<file path="config.mk">
export PLATFORM = sky130hd
export DESIGN_NAME = lsu_align
export DESIGN_NICKNAME = d
export VERILOG_FILES = /design/src/rtl/lsu_align_pkg.sv /design/src/rtl/lsu_lane_order.sv /design/src/rtl/lsu_load_path.sv /design/src/rtl/lsu_store_path.sv /design/src/rtl/lsu_align.sv
export SDC_FILE = /design/constraint.sdc
export NUM_CORES = 1
export LEC_CHECK = 0
export CAP_MARGIN = 20
export CORE_UTILIZATION = 51
export CTS_BUF_LIST = sky130_fd_sc_hd__clkbuf_16
export DETAILED_ROUTE_END_ITERATION = 10
export PLACE_DENSITY_LB_ADDON = 0.1
export REMOVE_ABC_BUFFERS = 1
export SYNTH_ARGS = -nofsm -noshare
export SYNTH_HDL_FRONTEND = slang
export SYNTH_SLANG_ARGS = --single-unit
</file>
<file path="constraint.sdc">
create_clock -name clk -period 3.47 [get_ports clk]
set_input_delay 0.694 -clock clk [delete_from_list [all_inputs] [get_ports clk]]
set_output_delay 0.694 -clock clk [all_outputs]
set_load 0.005 [all_outputs]
</file>
<file path="src/rtl/lsu_align_pkg.sv">
package lsu_align_pkg;

   typedef enum logic [2:0] {
      ACC_BYTE  = 3'd0,
      ACC_HALF  = 3'd1,
      ACC_WORD  = 3'd2,
      ACC_LEFT  = 3'd3,
      ACC_RIGHT = 3'd4
   } acc_kind_e;

endpackage

</file>
<file path="src/rtl/lsu_lane_order.sv">
module lsu_lane_order #(
   parameter int LANES  = 4,
   parameter int LANE_W = 8
) (
   input  logic                      swap,
   input  logic [LANES*LANE_W-1:0]   din,
   output logic [LANES*LANE_W-1:0]   dout
);

   generate
      for (genvar i = 0; i < LANES; i++) begin : g_lane
         assign dout[i*LANE_W +: LANE_W] = swap ? din[(LANES-1-i)*LANE_W +: LANE_W]
                                                : din[i*LANE_W +: LANE_W];
      end
   endgenerate

endmodule

</file>
<file path="src/rtl/lsu_load_path.sv">
module lsu_load_path
   import lsu_align_pkg::*;
#(
   parameter int NBYTES = 4
) (
   input  logic [2:0]                 kind,
   input  logic [$clog2(NBYTES)-1:0]  ofs,
   input  logic                       sgn,
   input  logic                       big_end,
   input  logic [8*NBYTES-1:0]        mem,
   input  logic [8*NBYTES-1:0]        old,
   output logic [8*NBYTES-1:0]        value,
   output logic                       misal,
   output logic                       write_ok
);

   localparam int W  = 8 * NBYTES;
   localparam int AW = $clog2(NBYTES);

   logic [W-1:0]  wv;        // memory word in register significance order
   logic [W-1:0]  lft, rgt;
   logic [15:0]   low16;
   logic [15:0]   half;
   logic [AW-1:0] k, kc;

   lsu_lane_order #(.LANES(NBYTES), .LANE_W(8)) u_order (
      .swap (big_end),
      .din  (mem),
      .dout (wv)
   );

   always_comb begin
      k     = big_end ? ofs : ~ofs;
      kc    = ~k;
      low16 = 16'(mem >> {ofs, 3'b000});
      half  = big_end ? {low16[7:0], low16[15:8]} : low16;
      lft   = wv << {k, 3'b000};
      rgt   = wv >> {kc, 3'b000};
   end

   always_comb begin
      value    = old;
      misal    = 1'b0;
      write_ok = 1'b0;
      case (kind)
         ACC_BYTE: begin
            value    = {{(W-8){sgn & low16[7]}}, low16[7:0]};
            write_ok = 1'b1;
         end
         ACC_HALF: begin
            if (ofs[0]) begin
               misal = 1'b1;
            end else begin
               value    = {{(W-16){sgn & half[15]}}, half};
               write_ok = 1'b1;
            end
         end
         ACC_WORD: begin
            if (ofs != '0) begin
               misal = 1'b1;
            end else begin
               value    = wv;
               write_ok = 1'b1;
            end
         end
         ACC_LEFT: begin
            for (int i = 0; i < NBYTES; i++)
               if (i >= int'(k)) value[8*i +: 8] = lft[8*i +: 8];
            write_ok = 1'b1;
         end
         ACC_RIGHT: begin
            for (int i = 0; i < NBYTES; i++)
               if (i <= int'(k)) value[8*i +: 8] = rgt[8*i +: 8];
            write_ok = 1'b1;
         end
         default: ;
      endcase
   end

endmodule

</file>
<file path="src/rtl/lsu_store_path.sv">
module lsu_store_path
   import lsu_align_pkg::*;
#(
   parameter int NBYTES = 4
) (
   input  logic                       valid,
   input  logic [2:0]                 kind,
   input  logic [$clog2(NBYTES)-1:0]  ofs,
   input  logic                       big_end,
   input  logic [8*NBYTES-1:0]        data,
   output logic [8*NBYTES-1:0]        wdata,
   output logic [NBYTES-1:0]          be,
   output logic                       misal
);

   localparam int W  = 8 * NBYTES;
   localparam int AW = $clog2(NBYTES);

   logic [W-1:0]      vdat, mdat;   // value order and address order
   logic [NBYTES-1:0] vmask, mmask;
   logic [AW-1:0]     k, kc;
   logic [15:0]       hv;

   always_comb begin
      k     = big_end ? ofs : ~ofs;
      kc    = ~k;
      vdat  = data;
      vmask = '0;
      case (kind)
         ACC_WORD:  vmask = (ofs == '0) ? '1 : '0;
         ACC_LEFT: begin
            vdat = data >> {k, 3'b000};
            for (int i = 0; i < NBYTES; i++) vmask[i] = (i <= int'(kc));
         end
         ACC_RIGHT: begin
            vdat = data << {kc, 3'b000};
            for (int i = 0; i < NBYTES; i++) vmask[i] = (i >= int'(kc));
         end
         default: ;
      endcase
   end

   lsu_lane_order #(.LANES(NBYTES), .LANE_W(8)) u_dat_order (
      .swap (big_end),
      .din  (vdat),
      .dout (mdat)
   );

   lsu_lane_order #(.LANES(NBYTES), .LANE_W(1)) u_msk_order (
      .swap (big_end),
      .din  (vmask),
      .dout (mmask)
   );

   always_comb begin
      hv    = big_end ? {data[7:0], data[15:8]} : data[15:0];
      wdata = '0;
      be    = '0;
      misal = 1'b0;
      if (valid) begin
         case (kind)
            ACC_BYTE: begin
               wdata = {NBYTES{data[7:0]}};
               be    = NBYTES'(1) << ofs;
            end
            ACC_HALF: begin
               wdata = {(NBYTES/2){hv}};
               if (ofs[0]) misal = 1'b1;
               else        be    = NBYTES'(3) << ofs;
            end
            ACC_WORD: begin
               wdata = mdat;
               be    = mmask;
               misal = (ofs != '0);
            end
            ACC_LEFT, ACC_RIGHT: begin
               wdata = mdat;
               be    = mmask;
            end
            default: ;
         endcase
      end
   end

endmodule

</file>
<file path="src/rtl/lsu_align.sv">
module lsu_align
   import lsu_align_pkg::*;
#(
   parameter int NBYTES = 4
) (
   input  logic                       clk,
   input  logic                       rst_n,
   input  logic                       big_end,
   input  logic                       ld_valid,
   input  logic [2:0]                 ld_kind,
   input  logic [$clog2(NBYTES)-1:0]  ld_ofs,
   input  logic                       ld_signed,
   input  logic [8*NBYTES-1:0]        ld_mem,
   input  logic [8*NBYTES-1:0]        ld_old,
   output logic [8*NBYTES-1:0]        ld_data,
   output logic                       ld_wen,
   output logic                       ld_misalign,
   input  logic                       st_valid,
   input  logic [2:0]                 st_kind,
   input  logic [$clog2(NBYTES)-1:0]  st_ofs,
   input  logic [8*NBYTES-1:0]        st_src,
   output logic [8*NBYTES-1:0]        st_wdata,
   output logic [NBYTES-1:0]          st_be,
   output logic                       st_misalign
);

   localparam int W = 8 * NBYTES;

   generate
      if (NBYTES < 2 || (NBYTES & (NBYTES - 1)) != 0) begin : g_bad_width
         $error("lsu_align: NBYTES must be a power of two and at least 2");
      end
   endgenerate

   logic [W-1:0] lp_value;
   logic         lp_mis, lp_ok;

   lsu_load_path #(.NBYTES(NBYTES)) u_load (
      .kind     (ld_kind),
      .ofs      (ld_ofs),
      .sgn      (ld_signed),
      .big_end  (big_end),
      .mem      (ld_mem),
      .old      (ld_old),
      .value    (lp_value),
      .misal    (lp_mis),
      .write_ok (lp_ok)
   );

   always_ff @(posedge clk or negedge rst_n) begin
      if (!rst_n) begin
         ld_data     <= '0;
         ld_wen      <= 1'b0;
         ld_misalign <= 1'b0;
      end else begin
         ld_wen      <= ld_valid & lp_ok;
         ld_misalign <= ld_valid & lp_mis;
         if (ld_valid & lp_ok) ld_data <= lp_value;
      end
   end

   lsu_store_path #(.NBYTES(NBYTES)) u_store (
      .valid   (st_valid),
      .kind    (st_kind),
      .ofs     (st_ofs),
      .big_end (big_end),
      .data    (st_src),
      .wdata   (st_wdata),
      .be      (st_be),
      .misal   (st_misalign)
   );

   AST_LOAD_ONE_CYCLE: assert property (@(posedge clk) disable iff (!rst_n)
      (ld_valid && ld_kind == ACC_WORD && ld_ofs == '0) |=> ld_wen);
   AST_IDLE_QUIET: assert property (@(posedge clk) disable iff (!rst_n)
      !ld_valid |=> (!ld_wen && !ld_misalign && $stable(ld_data)));
   AST_MIS_HOLDS_DATA: assert property (@(posedge clk) disable iff (!rst_n)
      ld_misalign |-> (!ld_wen && $stable(ld_data)));
   AST_HALF_ODD_FLAG: assert property (@(posedge clk) disable iff (!rst_n)
      (ld_valid && ld_kind == ACC_HALF && ld_ofs[0]) |=> ld_misalign);
   AST_PARTIAL_NO_MIS: assert property (@(posedge clk) disable iff (!rst_n)
      (st_valid && (st_kind == ACC_LEFT || st_kind == ACC_RIGHT)) |-> (!st_misalign && st_be != '0));
   AST_MIS_NO_ENABLE: assert property (@(posedge clk) disable iff (!rst_n)
      st_misalign |-> (st_be == '0));
   AST_STORE_IDLE: assert property (@(posedge clk) disable iff (!rst_n)
      !st_valid |-> (st_be == '0 && !st_misalign));
   AST_BYTE_ONE_LANE: assert property (@(posedge clk) disable iff (!rst_n)
      (st_valid && st_kind == ACC_BYTE) |-> ($countones(st_be) == 1));
   AST_WORD_ALL_LANES: assert property (@(posedge clk) disable iff (!rst_n)
      (st_valid && st_kind == ACC_WORD && st_ofs == '0) |-> (&st_be));

endmodule

</file>
==> metrics.cfg, run 1 <==
[outcome]
status = completed

[power]
switching_share_pct = 38.92
irDropWorstVdd_uv = 197.6
pwr_density_cell_nw_per_um2 = 235.3
p_int_mw = 1.466
power.leakage_nw = 4.004
p_comb_share_pct = 59.4
clkPwrFrac_pct = 18.6
power_frac_seq_pct = 22.0
p_switching_mw = 0.9340

[die]
start_util_pct = 52.02
fp.dieH_um = 118.0
rows = 42
dieWidth_um = 118.0
dieArea_um2 = 13920
io_pins = 183
core_um2 = 13190

[worst_setup_path]
critPathRequiredTime_ns = 2.78
crit_type = in -> out
startpoint = big_end
worstSetupEndpointType = output port
crit_end = st_wdata[16]
r2r-start = ld_data[17]
rrSetupSlack_ns = 2.70
cp_max_fo = 13
worst_r2r_endpoint = ld_data[17]
setup.worst_path.start_class = primary input
ff2ff_path_depth = 2
critPathArrivalTime_ns = 2.74

[logic_synthesis]
synth_xor_area_share_pct = 1.222
synthSimpleGateAreaFrac_pct = 20.93
synth_top_cell_area_share_pct = 12.40
ys_seq_area_share_pct = 12.40
synth_top_family_by_area = compound AO/OA/AOI/OAI gates
synthAdderAreaFrac_pct = 0
synth.avg_cell_area_um2 = 7.483
async_reset_ff_share_pct = 100.0
synth_edf_count = 0
yosys.area.top_type = dfrtp_1
post_synth_num_cell_types = 70
synth_compound_area_share_pct = 35.65
synthMuxAreaShare_pct = 22.94
yosysWarnings = 0
synthCells = 917
synthTopCellsByArea = dfrtp_1 (12%), mux2i_1 (12%), mux4_2 (7.2%)
netlist_area_um2 = 6862
synthFlopType = dfrtp_1
ys_ff_latch = 34

[global_route]
grt_util_all_layers_pct = 41.68
overflow = 0
met1_usage_pct = 60.90
use_met3_pct = 9.399
grt_first_pass_wirelength_mm = 46.58
antenna_found_initial = 1
first_global_vias = 8543
grt_max_degree = 62
grtUsageMet2_pct = 59.41
top_usage_layer = met1

[cts]
cts_tree = yes
cts.sinks = 34
clockRootBuffer = clkbuf_16
numCtsBuffers = 5
htreeDepth = 2
clk_latency_ns = 0.29
clock_path_buffers = 2
clk_pin_slew_ns = 0.06
hold_buffers = 0

[routing]
drtAntennaViolNets = 0
via_per_inst = 6.951
drt-pass1-iter-count = 7
wl_per_cell_um = 22.39
drt_iter0_drc = 1290
drc_errors = 0
via_count = 9426
wirelength_mm = 30.36

[finish]
fin_nets = 1290
stdcell_area_um2 = 10200
layout_common_cells = clkdlybuf4s50_1 (154), buf_4 (143), nor2_1 (115)
mostFrequentLayoutCell = clkdlybuf4s50_1
fillers = 991
drive_above_1_share_pct = 23.58
area_growth_pct = 48.60

[sta]
finalCriticalPeriod_ns = 3.432
timing.final.ws_setup_ns = 0.03754
clock.fmax_mhz = 291.3
fin_crit_sh_pct = 98.92
worstMarginPinSlew_ns = 1.032
maxSlewHeadroom_pct = 30.85
drv_slew = 0
finalHoldViolations = 0
setup_viol = 0
skew_ns = 0
timing.setup.tns_ns = 0

[place]
finalWeightedCongestion = 0.9698
post-place-ws_ns = -0.4536
port_buffers = 182
postPlaceCellArea_um2 = 9667
dp_hpwl_mm = 21.26

[flow_run]
max_cap_violations = 0

[worst_hold_path]
min_path_type = reg -> reg

sequential cells by signal, indices dropped and copies added, names as in the netlist:
name and count:
ld_wen 1, ld_data 32, ld_misalign 1
logic make-up after synthesis:
group           Yosys count
compound gates          344
flops                    34
buf+inv                  93
mux                     127
xor+xnor                  7
simple gates            312
Yosys cell counts (3+ instances only):
| cell | instances |
|---|---|
| nor2_1 | 116 |
| nand2_1 | 102 |
| mux2i_1 | 83 |
| o22ai_1 | 60 |
| a21oi_1 | 53 |
| buf_2 | 34 |
| dfrtp_1 | 34 |
| clkbuf_1 | 33 |
| o21ai_0 | 33 |
| a22oi_1 | 24 |
| a31oi_1 | 23 |
| a211oi_1 | 22 |
| a221oi_1 | 22 |
| mux2_2 | 22 |
| mux4_2 | 22 |
| nand3_1 | 22 |
| o211ai_1 | 19 |
| a41oi_1 | 16 |
| nor2b_1 | 13 |
| a2111oi_0 | 11 |
| buf_4 | 11 |
| or2_2 | 11 |
| a32oi_1 | 9 |
| o311ai_0 | 8 |
| nor3b_1 | 7 |
| o2bb2ai_1 | 7 |
| a222oi_1 | 6 |
| nand2b_1 | 6 |
| buf_1 | 5 |
| buf_6 | 5 |
| a21o_1 | 4 |
| a22o_1 | 4 |
| and2_1 | 4 |
| and3b_1 | 4 |
| inv_1 | 4 |
| nand4_1 | 4 |
| nor3_1 | 4 |
| o21a_1 | 4 |
| nand3b_1 | 3 |
| or3_1 | 3 |
| xor2_1 | 3 |
power by group through the flow:
stage          clock network (mW)  logic (mW)  registers, mW
2_1_floorplan                   0       0.532          0.530
3_3_place_gp                    0        1.31          0.529
6_report                    0.447        1.43          0.527
4_1_cts                     0.444        1.36          0.526
5_1_grt                     0.459        1.50          0.535
3_5_place_dp                    0        1.32          0.531
final cells by class:
type                       instances  area, um^2  share of cell area (%)
antenna                            1       2.502                 0.02454
clock buffer                       5       125.1                   1.227
clock inverter                     3       12.51                  0.1227
inverter                           5       18.77                  0.1841
multi-input combinational        791        5807                   56.95
sequential                        34       850.8                   8.345
tap                              176       220.2                   2.160
timing repair buffer             341        3159                   30.99
routing by layer:
metal | up-vias | part of all wire (%) | wire length (um)
met1 | 4398 | 41 | 12430
li1 | 4136 | - | -
met2 | 771 | 42 | 12740
met5 | - | 0 | 0
met4 | 0 | 3.5 | 1074
met3 | 121 | 14 | 4108
worst min-delay path by stage:
stage / start / to / slack, ns / cells past startpoint
floorplan: rst_n / ld_data[0] / 0.40 / 0
global placement: ld_data[31] / ld_data[31] / 0.53 / 2
detailed placement: ld_data[26] / ld_data[26] / 0.54 / 2
CTS: ld_data[28] / ld_data[28] / 0.55 / 2
global route: ld_data[26] / ld_data[26] / 0.57 / 2
finish: ld_data[26] / ld_data[26] / 0.55 / 2
critical path, stage by stage:
cell and delay, ns:
buf_8 0.18, xor2_4 0.30, buf_12 0.19, buf_4 0.13, and4b_2 0.32, o2bb2ai_1 0.16
a211oi_2 0.07, o22ai_1 0.15, clkdlybuf4s50_1 0.52
stage by stage:
| stage | cells | hold slack [ns] | power (mW) | util, % |
|---|---|---|---|---|
| 6_report | 1356 | 0.5512 | 2.399 | 77.30 |
| 2_1_floorplan | 829 | 0.3984 | 1.062 | - |
| 3_3_place_gp | 1335 | 0.5276 | 1.838 | 73.29 |
| 4_1_cts | 1352 | 0.5529 | 2.334 | 76.31 |
| 5_1_grt | 1356 | 0.5701 | 2.499 | 77.30 |
| 3_5_place_dp | 1335 | 0.5424 | 1.854 | 73.29 |
repair_timing:
item | CTS | global route
pin swaps | 6 | 4
endpoints found under the setup margin | 37 | 29
setup buffers | 7 | 2
gates resized for setup | 62 | 34
gates cloned | 2 | 1
Note: power is estimated with default switching activity, not from simulation.
==> run 2, diff against run 1 <==
Settings changed: CTS_CLUSTER_DIAMETER set to 60.
==> results of run 2 <==
The final DEF is identical to that of run 1; final timing and power are the same.
